`src/rtl/dma_flow_seq.sv`:
```
module dma_flow_seq #(
  parameter int CNT_W  = 12,
  parameter int ADDR_W = 32
) (
  input  logic              clk,
  input  logic              rst_n,
  input  logic              cfg_wr,
  input  logic              cfg_en,
  input  logic [1:0]        cfg_dir,
  input  logic [2:0]        cfg_flow,
  input  logic [CNT_W-1:0]  cfg_size,
  input  logic              cfg_tc_ie,
  input  logic              src_req,
  input  logic              dst_req,
  output logic              beat_req,
  input  logic              beat_done,
  input  logic              src_last,
  input  logic              dst_last,
  output logic              src_ack,
  output logic              dst_ack,
  output logic              tc_irq,
  input  logic              tc_clr,
  input  logic [ADDR_W-1:0] next_lli,
  output logic              lli_load,
  input  logic              lli_reload,
  output logic              ch_en,
  output logic              cfg_err,
  output logic              busy
);

  localparam logic [1:0] M2P = 2'd0, P2M = 2'd1, M2M = 2'd2, P2P = 2'd3;
  localparam logic [2:0] FC_DMA = 3'd0, FC_SRC = 3'd1, FC_DST = 3'd2;

  typedef enum logic [2:0] {S_IDLE, S_REQ, S_BEAT, S_ACK, S_IRQ, S_NEXT, S_WLOAD} st_t;

  st_t             st;
  logic [1:0]      dir_q;
  logic [2:0]      flow_q;
  logic            ie_q, en_q, err_q, tc_q;
  logic [CNT_W-1:0] cnt;

  function automatic logic legal(input logic [1:0] d, input logic [2:0] f);
    case (f)
      FC_DMA:  return 1'b1;
      FC_SRC:  return (d == P2M) || (d == P2P);
      FC_DST:  return (d == M2P) || (d == P2P);
      default: return 1'b0;
    endcase
  endfunction

  logic src_per, dst_per, pace_ok, stop_wr, en_eff, last_hit;

  assign src_per = (dir_q == P2M) || (dir_q == P2P);
  assign dst_per = (dir_q == M2P) || (dir_q == P2P);
  assign stop_wr = cfg_wr && !cfg_en;
  assign en_eff  = en_q && !stop_wr;

  always_comb begin
    case (dir_q)
      M2P:     pace_ok = dst_req;
      P2M:     pace_ok = src_req;
      M2M:     pace_ok = 1'b1;
      default: pace_ok = src_req && dst_req;
    endcase
    case (flow_q)
      FC_SRC:  last_hit = src_last;
      FC_DST:  last_hit = dst_last;
      default: last_hit = (cnt == CNT_W'(1));
    endcase
  end

  always_ff @(posedge clk or negedge rst_n) begin
    if (!rst_n) begin
      st     <= S_IDLE;
      dir_q  <= M2P;
      flow_q <= FC_DMA;
      ie_q   <= 1'b0;
      en_q   <= 1'b0;
      err_q  <= 1'b0;
      tc_q   <= 1'b0;
      cnt    <= '0;
    end else begin
      if (tc_clr) tc_q <= 1'b0;
      if (st == S_ACK && ie_q) tc_q <= 1'b1;
      if (st != S_IDLE && stop_wr) en_q <= 1'b0;
      case (st)
        S_IDLE: if (cfg_wr) begin
          dir_q  <= cfg_dir;
          flow_q <= cfg_flow;
          ie_q   <= cfg_tc_ie;
          cnt    <= cfg_size;
          err_q  <= !legal(cfg_dir, cfg_flow);
          en_q   <= cfg_en && legal(cfg_dir, cfg_flow);
          if (cfg_en && legal(cfg_dir, cfg_flow)) st <= S_REQ;
        end
        S_REQ:
          if (!en_q)                              st <= S_IDLE;
          else if (flow_q == FC_DMA && cnt == '0) st <= S_ACK;
          else if (pace_ok)                       st <= S_BEAT;
        S_BEAT: if (beat_done) begin
          if (flow_q == FC_DMA) cnt <= cnt - CNT_W'(1);
          if (!en_eff)       st <= S_IDLE;
          else if (last_hit) st <= S_ACK;
          else               st <= S_REQ;
        end
        S_ACK: st <= S_IRQ;
        S_IRQ: st <= S_NEXT;
        S_NEXT:
          if (next_lli == '0) begin
            en_q <= 1'b0;
            st   <= S_IDLE;
          end else st <= S_WLOAD;
        S_WLOAD:
          if (!en_q) st <= S_IDLE;
          else if (lli_reload) begin
            cnt <= cfg_size;
            st  <= S_REQ;
          end
        default: st <= S_IDLE;
      endcase
    end
  end

  assign beat_req = (st == S_BEAT);
  assign src_ack  = (st == S_ACK) && src_per;
  assign dst_ack  = (st == S_ACK) && dst_per;
  assign lli_load = (st == S_NEXT) && (next_lli != '0);
  assign tc_irq   = tc_q;
  assign ch_en    = en_q;
  assign cfg_err  = err_q;
  assign busy     = (st != S_IDLE);

  a_r3_illegal_stays_off: assert property (@(posedge clk) disable iff (!rst_n)
    (cfg_wr && !busy && !legal(cfg_dir, cfg_flow)) |=> (cfg_err && !ch_en));

  a_r4_p2p_needs_both: assert property (@(posedge clk) disable iff (!rst_n)
    ($rose(beat_req) && dir_q == P2P) |-> $past(src_req && dst_req));

  a_r5_no_count_wrap: assert property (@(posedge clk) disable iff (!rst_n)
    (beat_req && beat_done && flow_q == FC_DMA) |-> (cnt != '0));

  a_r8_ack_one_cycle: assert property (@(posedge clk) disable iff (!rst_n)
    (src_ack || dst_ack) |=> !(src_ack || dst_ack));

  a_r8_irq_after_ack: assert property (@(posedge clk) disable iff (!rst_n)
    (st == S_ACK && ie_q) |=> tc_irq);

  a_r8_load_not_with_ack: assert property (@(posedge clk) disable iff (!rst_n)
    (src_ack || dst_ack) |=> !lli_load);

  a_r10_load_pulse: assert property (@(posedge clk) disable iff (!rst_n)
    lli_load |=> !lli_load);

  a_r11_abort_silent: assert property (@(posedge clk) disable iff (!rst_n)
    (beat_req && beat_done && !en_q) |=> !(src_ack || dst_ack || lli_load));

endmodule

```
`config.mk`:
```
export PLATFORM = sky130hd
export DESIGN_NAME = dma_flow_seq
export DESIGN_NICKNAME = d
export VERILOG_FILES = /design/src/rtl/dma_flow_seq.sv
export SDC_FILE = /design/constraint.sdc
export NUM_CORES = 1
export LEC_CHECK = 0
export ABC_AREA = 1
export CORE_MARGIN = 3
export CORE_UTILIZATION = 40
export CTS_CLUSTER_DIAMETER = 120
export DETAILED_ROUTE_END_ITERATION = 8
export PLACE_DENSITY = 0.88
export SLEW_MARGIN = 20
export SYNTH_ARGS = -nofsm -noshare
export SYNTH_HDL_FRONTEND = slang
export SYNTH_SLANG_ARGS = --single-unit
```
`constraint.sdc`:
```
create_clock -name clk -period 1.34 [get_ports clk]
set_input_delay 0.201 -clock clk [delete_from_list [all_inputs] [get_ports clk]]
set_output_delay 0.201 -clock clk [all_outputs]
set_load 0.005 [all_outputs]
```
==> flow_summary.yaml <==
cells_and_area:
  nets: 486
  area_growth_pct: 82.5
  design_area_mm2: 0.00329
  diodes: 0
  layout-drive-gt1-share: 0.293
  nFillCells: 277
floorplan:
  ios: 69
  rows: 23
  start_util: 0.433
  die_area_mm2: 0.00536
  die_w_um: 73.2
  fp.dieH_um: 73.2
  coreArea_mm2: 0.00417
power:
  p_leak_nw: 1.58
  p_per_area_mw_per_mm2: 1800
  ir_worst_vdd_mv: 0.917
critical_path:
  cp_data_required_time_ps: 1510
  crit_path_start_kind: "flop"
  worst_setup_path_end_kind: "flop"
  crit_fanout: 5
  arrival_ps: 1880
  r2r_start: "st[1]"
  crit_type: "flop to flop"
  cp-startpoint: "st[1]"
route:
  via_per_inst: 5.47
  vias: 2556
  drt-pass1-iter-count: 4
  topRoutingLayerUsed: "met4"
  wirelength_mm: 7.85
  ant_nets: 0
  wl_met2_mm: 4.22
  drc: 0
  wl_met1_mm: 2.69
  drt_iter0_drc: 216
  wl_per_cell_um: 16.8
  dr_wl_met3_um: 552
synthesis:
  synthesis.nets: 352
  ys_ff_latch: 24
  synth.distinct_cells: 28
  ys_seq_area_frac: 0.333
  netlist_instances: 284
  yosysWarnings: 0
  synth.cell_area_mm2: 0.00181
  synth.avg_cell_area_um2: 6.36
clock_network:
  insertion_delay_ps: 270
  htree_levels: 1
  cts_buffers: 3
  cts_buffer_depth: 2
  cts.clk_slew.worst_paths_ps: 90
  root_buffer: "clkbuf_8"
  cts_sinks: 24
  tritoncts: "yes"
global_routing:
  grt_max_degree: 25
  grt_pass1_wl_mm: 10.7
  antenna_found_initial: 0
  track_usage: 0.251
  first_global_vias: 2499
  grt_overflow_total: 0
placed_design:
  dpl_cell_area_mm2: 0.00288
  port_buffers: 68
  place_hpwl_mm: 4.42
  place.gp.congestion: 0.882
status:
  violations: "setup timing"
  status: "complete, but fails checks"
timing:
  setup_viol: 28
  finalCritPeriodShare: 1.28
  worst_pin_slew_ps: 355
  fin_crit_ps: 1710
  finalMaxSlewViolations: 0
  setup_ws_ps: -375
  slew-limit-headroom: 0.762
  finalHoldViolations: 0
  fin_worst_skew_ps: 2.69
  holdWs_ps: 298
  fmax_ghz: 0.583
  rsz0062_at_grt: "yes"
job:
  drv_cap: 0
worst_hold_path:
  holdCritPathClass: "input pin to async pin"
## state kept, by name, summed over array words and instances (netlist names)
register	count
cfg_err	1
tc_irq	1
ie_q	1
cnt	12
ch_en	1
st	3
dir_q	2
flow_q	3
## cell usage in the layout (no fill, tap or decap), types with 3 or more instances in the layout
cell type        instances
clkdlybuf4s50_1         54
o21ai_1                 10
nand2_4                  3
nand3_1                 13
buf_6                   16
ha_1                     5
clkbuf_8                 4
a21oi_2                  3
nor2_1                  45
nand2_1                 71
dfrtp_1                 24
nand4_1                  6
o211ai_1                 3
nor2_4                   7
a21oi_1                  4
dlymetal6s2s_1           6
inv_2                    5
dlygate4sd2_1            3
o21ai_2                  4
o21ai_0                 12
nor2_2                  12
buf_4                   49
inv_1                   28
nand2_2                  7
## metal layers
| metal | track usage | vias to the layer above |
|---|---|---|
| met1 | 0.274 | 1202 |
| met3 | 0.0496 | 45 |
| met2 | 0.490 | 140 |
| met5 | 0 | - |
| met4 | 0.0553 | 0 |
| li1 | - | 1169 |
## cell usage after synthesis (all sizes together)
library cell | count | area, um^2
a22oi | 1 | 7.51
o211ai | 3 | 22.5
buf | 4 | 28.8
a21oi | 7 | 35.0
nor3 | 3 | 15.0
nand3b | 1 | 7.51
dfrtp | 24 | 601
nand3 | 13 | 65.1
inv | 35 | 131
nand4 | 6 | 37.5
nor3b | 1 | 7.51
xnor2 | 1 | 8.76
a31oi | 1 | 6.26
nor2 | 64 | 255
ha | 7 | 87.6
xor2 | 2 | 17.5
o21a | 1 | 7.51
o22ai | 1 | 6.26
o21ai | 28 | 144
nand2 | 81 | 314
## area by class of cell
class | instances | area (um^2) | share of cell area
Clock buffer | 4 | 55.1 | 0.0167
Timing Repair Buffer | 132 | 1220 | 0.372
Inverter | 35 | 136 | 0.0414
Multi-Input combinational cell | 221 | 1210 | 0.367
Timing Repair inverter | 1 | 7.51 | 0.00228
Tap cell | 50 | 62.6 | 0.0190
Sequential cell | 24 | 601 | 0.182
## critical path, stage by stage, from the launching register on
cell and delay (ps):
dfrtp_1 430, buf_6 140, buf_6 110, nand2_4 70, nor2_4 40, buf_6 120, nand2_2 60, nand2_2 70
nor2_4 170, buf_4 140, clkinvlp_4 120, nand2_1 80, nand2_1 50
## worst paths after layout
path                           end  slack, ps  depth (start not counted)
setup reg to reg           cnt[10]       -370                         12
setup / recovery           cnt[10]       -370                         12
hold / removal              cnt[5]        300                          2
min in group clk              ie_q        460                          3
hold reg to reg               ie_q        500                          2
max in group asynchronous    st[2]        770                          2
## timing repair
item / in CTS / in global routing
gates resized for setup: 58 / 46
pin swaps: 16 / 24
buffers inserted: 15 / 7
gates cloned: 2 / 0
hold buffers: 0 / 0
setup endpoints to repair: 30 / 28
## where the power goes
group | switching [W] | internal, W
logic | 0.00209 | 0.00195
clock network | 0.000255 | 0.000263
registers | 0.000299 | 0.00106
total | 0.00264 | 0.00328
## logic make-up (layout without fill, tap and decap cells)
group,Yosys count,in the layout,synth area share
AND/OR/NAND/NOR,169,169,0.389
AO/OA/AOI/OAI,42,42,0.127
buffers and inverters,39,172,0.0887
flip-flops,24,24,0.333
adder cells (fa/ha/maj),7,7,0.0485
XOR/XNOR,3,3,0.0146
## per-stage QoR
step	TNS, ps	utilization	power, W	instances	setup WS (ps)
final	-7790	0.790	0.00592	467	-375
after global routing	-9580	0.790	0.00627	467	-464
after CTS	-4690	0.756	0.00535	463	-301
after detailed placement	-5500	0.690	0.00429	442	-595
after global placement	-4800	0.690	0.00413	442	-505
after floorplan	-103	-	0.00287	284	-24.0
Power figures use the tool's default switching activity.
